===== config.mk =====
export PLATFORM = sky130hd
export DESIGN_NAME = flash_panel_mapper
export DESIGN_NICKNAME = d
export VERILOG_FILES = /design/src/rtl/fpm_pkg.sv /design/src/rtl/fpm_cfg_shadow.sv /design/src/rtl/fpm_addr_map.sv /design/src/rtl/fpm_live_arb.sv /design/src/rtl/flash_panel_mapper.sv
export SDC_FILE = /design/constraint.sdc
export NUM_CORES = 1
export LEC_CHECK = 0
export BUFFER_PORTS_ARGS = -buffer_cell sky130_fd_sc_hd__buf_2
export CAP_MARGIN = 20
export CORE_MARGIN = 2
export CORE_UTILIZATION = 24
export DETAILED_ROUTE_END_ITERATION = 6
export GPL_TIMING_DRIVEN = 0
export PLACE_DENSITY_LB_ADDON = 0.3
export REMOVE_ABC_BUFFERS = 1
export SLEW_MARGIN = 20
export SYNTH_ARGS = -nofsm -noshare
export SYNTH_HDL_FRONTEND = slang
export SYNTH_SLANG_ARGS = --single-unit

===== constraint.sdc =====
create_clock -name clk -period 1.05 [get_ports clk]
set_clock_uncertainty 0.05 [all_clocks]
set_input_delay 0.105 -clock clk [delete_from_list [all_inputs] [get_ports clk]]
set_output_delay 0.105 -clock clk [all_outputs]
set_load 0.01 [all_outputs]

===== src/rtl/fpm_pkg.sv =====
package fpm_pkg;
  typedef struct packed {
    logic swap;
    logic dual_boot;
  } fpm_cfg_t;
endpackage


===== src/rtl/fpm_cfg_shadow.sv =====
module fpm_cfg_shadow
  import fpm_pkg::*;
(
  input  logic     clk,
  input  logic     rst_n,
  input  logic     wr_active,
  input  logic     swap_req,
  input  logic     dual_req,
  output fpm_cfg_t cfg
);
  always_ff @(posedge clk) begin
    if (!rst_n) begin
      cfg <= '0;
    end else if (!wr_active) begin
      cfg.swap      <= swap_req;
      cfg.dual_boot <= dual_req;
    end
  end

  // configuration frozen across any clock edge with a write in progress
  a_r10_cfg_held: assert property (@(posedge clk) disable iff (!rst_n)
    wr_active |=> $stable(cfg));
endmodule


===== src/rtl/fpm_addr_map.sv =====
module fpm_addr_map
  import fpm_pkg::*;
#(
  parameter int PANEL_AW = 19,
  parameter int BOOT_AW  = 16,
  localparam int AW      = PANEL_AW + 2,
  localparam int OFF_W   = PANEL_AW + 1,
  localparam int GAP_W   = PANEL_AW - BOOT_AW
) (
  input  logic [AW-1:0]    addr,
  input  fpm_cfg_t         cfg,
  output logic             panel,
  output logic [OFF_W-1:0] offset,
  output logic             hole
);
  logic boot_region;
  logic boot_half;

  always_comb begin
    boot_region = addr[AW-1];
    boot_half   = addr[BOOT_AW];
    if (!boot_region) begin
      panel  = addr[PANEL_AW] ^ cfg.swap;
      offset = {1'b0, addr[PANEL_AW-1:0]};
      hole   = 1'b0;
    end else begin
      panel  = cfg.dual_boot ? (boot_half ^ cfg.swap) : boot_half;
      offset = {1'b1, {GAP_W{1'b0}}, addr[BOOT_AW-1:0]};
      hole   = |addr[PANEL_AW:BOOT_AW+1];
    end
  end

  // the offset region marker follows the logical region
  always_comb begin
    a_r4_region_marker: assert (offset[OFF_W-1] == addr[AW-1]);
  end
endmodule


===== src/rtl/fpm_live_arb.sv =====
module fpm_live_arb (
  input  logic clk,
  input  logic rst_n,
  input  logic rd_valid,
  input  logic rd_panel,
  input  logic rd_hole,
  input  logic wr_active,
  input  logic wr_panel,
  input  logic wr_hole,
  output logic rd_ready,
  output logic rd_stall,
  output logic rd_conflict
);
  logic collide;
  logic collide_q;

  always_comb begin
    collide     = rd_valid && wr_active && !rd_hole && !wr_hole
                  && (rd_panel == wr_panel);
    rd_ready    = !collide;
    rd_stall    = collide;
    rd_conflict = collide && !collide_q;
  end

  always_ff @(posedge clk) begin
    if (!rst_n) collide_q <= 1'b0;
    else        collide_q <= collide;
  end

  // the conflict marker only appears while a read is held
  a_r9_conflict_in_stall: assert property (@(posedge clk) disable iff (!rst_n)
    rd_conflict |-> rd_stall);
  // never two conflict marks in consecutive cycles
  a_r9_single_pulse: assert property (@(posedge clk) disable iff (!rst_n)
    rd_conflict |=> !rd_conflict);
  // a stall only exists while a write is in progress
  a_r8_stall_needs_write: assert property (@(posedge clk) disable iff (!rst_n)
    rd_stall |-> wr_active);
  // unmapped reads are never held back
  a_r6_hole_never_stalls: assert property (@(posedge clk) disable iff (!rst_n)
    rd_hole |-> rd_ready);
endmodule


===== src/rtl/flash_panel_mapper.sv =====
module flash_panel_mapper
  import fpm_pkg::*;
#(
  parameter int PANEL_AW   = 19,
  parameter int PAGE_AW    = 12,
  parameter int BOOT_PAGES = 16,
  localparam int BOOT_AW   = PAGE_AW + $clog2(BOOT_PAGES),
  localparam int AW        = PANEL_AW + 2,
  localparam int OFF_W     = PANEL_AW + 1
) (
  input  logic             clk,
  input  logic             rst_n,
  input  logic             cfg_swap,
  input  logic             cfg_dual_boot,
  input  logic             rd_valid,
  output logic             rd_ready,
  input  logic [AW-1:0]    rd_addr,
  output logic             rd_panel,
  output logic [OFF_W-1:0] rd_offset,
  output logic             rd_hole,
  output logic             rd_stall,
  output logic             rd_conflict,
  input  logic             wr_active,
  input  logic [AW-1:0]    wr_addr,
  output logic             wr_panel,
  output logic [OFF_W-1:0] wr_offset,
  output logic             wr_hole
);
  fpm_cfg_t cfg;

  fpm_cfg_shadow u_cfg (
    .clk      (clk),
    .rst_n    (rst_n),
    .wr_active(wr_active),
    .swap_req (cfg_swap),
    .dual_req (cfg_dual_boot),
    .cfg      (cfg)
  );

  // port 0 = read path, port 1 = write path
  logic [AW-1:0]    map_addr  [2];
  logic             map_panel [2];
  logic [OFF_W-1:0] map_off   [2];
  logic             map_hole  [2];

  assign map_addr[0] = rd_addr;
  assign map_addr[1] = wr_addr;

  for (genvar p = 0; p < 2; p++) begin : g_map
    fpm_addr_map #(.PANEL_AW(PANEL_AW), .BOOT_AW(BOOT_AW)) u_map (
      .addr  (map_addr[p]),
      .cfg   (cfg),
      .panel (map_panel[p]),
      .offset(map_off[p]),
      .hole  (map_hole[p])
    );
  end

  assign rd_panel  = map_panel[0];
  assign rd_offset = map_off[0];
  assign rd_hole   = map_hole[0];
  assign wr_panel  = map_panel[1];
  assign wr_offset = map_off[1];
  assign wr_hole   = map_hole[1];

  fpm_live_arb u_arb (
    .clk        (clk),
    .rst_n      (rst_n),
    .rd_valid   (rd_valid),
    .rd_panel   (map_panel[0]),
    .rd_hole    (map_hole[0]),
    .wr_active  (wr_active),
    .wr_panel   (map_panel[1]),
    .wr_hole    (map_hole[1]),
    .rd_ready   (rd_ready),
    .rd_stall   (rd_stall),
    .rd_conflict(rd_conflict)
  );

  // an accepted read during a write never shares the written panel
  a_r7_no_shared_panel: assert property (@(posedge clk) disable iff (!rst_n)
    (rd_valid && rd_ready && wr_active && !rd_hole && !wr_hole)
      |-> (rd_panel != wr_panel));
  // a held read keeps its mapping while the requester holds the address
  a_r8_map_steady: assert property (@(posedge clk) disable iff (!rst_n)
    (rd_stall && wr_active && $stable(rd_addr)) |=>
      ($stable(rd_addr) -> $stable(rd_panel)));
endmodule


==> results.txt <==
The share of synthesized cell area in full adder, half adder and majority cells came out at 0. Entering global routing, the biggest net connects 10 pins. The fraction of the mapped netlist area in compound gates came out at 0.106. The detailed-route wire length per cell came out at 17.2 µm. The uppermost signal routing layer after detailed routing is met3. The layout cell share with drive strength beyond 1 is 0.616. After synthesis, the largest family of logic cells by area is buffers and inverters. The total area of multi-input combinational cells is 226 µm². The leakage power figure is 0.282 nW. Setup slack on the critical path of the routed design comes to -0.528 ns. The placed instance area came out at 453 µm². After layout, the design draws a total of 565 µW. Detailed placement ended at an HPWL of 1470 µm. The die area came out at 2670 µm². In this run the tool buffered the top-level ports with 30 buffer cells. The remaining max-slew budget at the tightest pin came out at 0.870. The warning count from the yosys run came out at 0. The count of nets left with antenna violations once routing finished came out at 0. The clock sink total is 3. The first TritonRoute pass finished after 3 iterations. The buffer type at the clock tree root is clkbuf_4.

The synthesized-area fraction occupied by and/or/nand/nor cells came out at 0.186. The width of the die is 51.7 µm. The total length of routed met2 wires is 795 µm.

The starting utilization of the core area is 0.251. The total track usage came out at 0.119. The sequential cell area in the final layout came out at 65.1 µm². The routability congestion estimate from global placement is 0.637.

Clock tree synthesis inserted a total of 3 buffers. The violation count after the first detailed-route iteration is 1. The checks that failed: negative setup slack. The peak fanout along the critical path is 5. The peak supply drop is 0.000412 V.

The setup slack of the most critical reg-to-reg path is -0.30 ns. The fill cell total of the finished layout is 255. The share of synthesized area occupied by flip-flops and latches is 0.110. After synthesis the cells add up to 546 µm². The worst hold slack came out at 0.0711 ns. From synthesis to final layout, the design area changed by 2.75%. The H-tree depth came out at 1.

Data on the critical path is required at its endpoint by 0.89 ns. The number of global-route vias before repair is 390. In the detailed route, the total length drawn on met3 is 441 µm. Global routing finished with a remaining overflow of 0.

The multiplexer share of the synthesized area came out at 0.0734. The clock tree buffer depth came out at 2. The number of antenna violations at the first check in global routing is 0. The DRC violations left is 0. The type of the worst min-delay path is input pin to register. The clock latency on the worst-skew pair is 0.23 ns. The number of distinct library cells after synthesis came out at 15. For this block, the routed nets add up to 1740 µm of wire. The register bit count reported by yosys came out at 3. The cell area power density came out at 1010 nW/µm².

The mean area per synthesized cell is 7.79 µm². The clock period minus worst slack is 1.58 ns. The length of routed wiring on met1 came out at 506 µm.

The share of the clock period used by the worst path after layout is 1.50. The highest achievable clock rate is 0.634 GHz. The total setup violations reported at the end of the flow came out at 6. The hold buffer count at CTS came out at 0. After technology mapping, the gate count stands at 70.

The number of max-capacitance violations reported is 0. The detailed-route vias per instance came out at 4.47. The post-synthesis xor/xnor area fraction came out at 0.0161. The core region is 2170 µm². The post-placement worst setup slack is -0.434 ns.

The CTS tree is built. The floorplan has 17 rows. The sum of negative setup slack is -2.35 ns. The I/O pin count is 95. The number of vias after detailed routing came out at 451.

The run finished, with violations left. Setup repair after global routing could not meet its margin everywhere. The worst path arrival time is 1.42 ns. The worst setup path is captured at an output pin. The final non-filler cell area is 561 µm².

The transition time at the pin with the least slew margin came out at 0.195 ns. The kind of critical path is register to output pin. The net count reported at finish came out at 122. STA classifies the critical path startpoint as a register. The number of pins with negative max-slew slack in the final report is 0. The clock slew seen by the registers of the worst setup and hold paths came out at 0.03 ns. The wire length of the first global-routing pass is 2140 µm. The die extent in y came out at 51.7 µm. The number of hold violations in the final report was 0. 0 antenna diodes ended up in the layout.
-- state kept, by name (all words and copies together), names as in the netlist --
signal           flops
u_arb.collide_q      1
u_cfg.cfg            2
-- kinds of logic after synthesis --
family | after synthesis
AOI/OAI and AO/OA | 8
DFF | 3
xor gates and xnor gates | 1
and+or+nand+nor | 18
muxes | 4
buffers and inverters | 36
-- repair_timing --
item / 4_1_cts / 5_1_grt
pin swaps: 2 / 4
setup buffers: 2 / 3
setup endpoints to repair: 6 / 6
gates resized for setup: 4 / 7
-- synth_stat cells --
library cell / n / area share
nor3b_2: 1 / 0.023
nand3_1: 1 / 0.0092
nor2b_1: 8 / 0.092
mux2i_1: 4 / 0.073
or2_1: 1 / 0.011
buf_6: 2 / 0.041
buf_4: 34 / 0.47
o31a_1: 2 / 0.032
o22ai_1: 4 / 0.046
dfxtp_1: 3 / 0.11
nor3_1: 1 / 0.0092
a21o_1: 2 / 0.028
nor2_1: 2 / 0.014
nand2_1: 4 / 0.028
xor2_1: 1 / 0.016
-- worst max-delay path: stages, from the launching register on --
cell and delay [ns]:
dfxtp_4 0.35, nand2_2 0.05, o22ai_1 0.06, a21o_1 0.20
xor2_2 0.20, or2_1 0.20, buf_2 0.13
-- cell type report --
class | count | share of cell area
Multi-Input combinational cell | 31 | 0.404
Timing Repair Buffer | 35 | 0.371
Sequential cell | 3 | 0.116
Tap cell | 28 | 0.0625
Clock buffer | 4 | 0.0469
-- stage by stage --
stage                     instances   util
after floorplan                  34      -
after global placement           92  0.209
after detailed placement         92  0.209
after CTS                        98  0.235
after global routing            101  0.258
final                           101  0.258
-- where the power goes --
group | internal (mW) | switching [mW]
sequential | 0.120 | 0.00694
combinational | 0.137 | 0.104
clock | 0.142 | 0.0554
total | 0.399 | 0.166
-- layout by cell type (no fill, tap or decap), types with 2 or more instances in the layout --
cell type  instances
a21o_1             2
buf_2             28
buf_4              3
buf_6              4
clkbuf_4           3
mux2i_1            4
nand2_1            2
nand2_2            2
nor2_1             2
nor2b_1            8
o22ai_1            3
o31a_1             2
-- metal layers --
layer,vias up,track usage
li1,199,-
met1,184,0.0925
met2,68,0.190
met3,0,0.135
met4,0,0.0395
met5,-,0
-- path summary, 6_finish.rpt --
check	from	endpoint	depth (start not counted)
setup reg to reg	u_cfg.cfg[0]	u_arb.collide_q	7
hold reg to reg	u_cfg.cfg[1]	u_cfg.cfg[1]	2
setup / recovery	u_cfg.cfg[0]	rd_ready	6
hold / removal	rst_n	u_cfg.cfg[1]	2
Power figures use the tool's default switching activity.
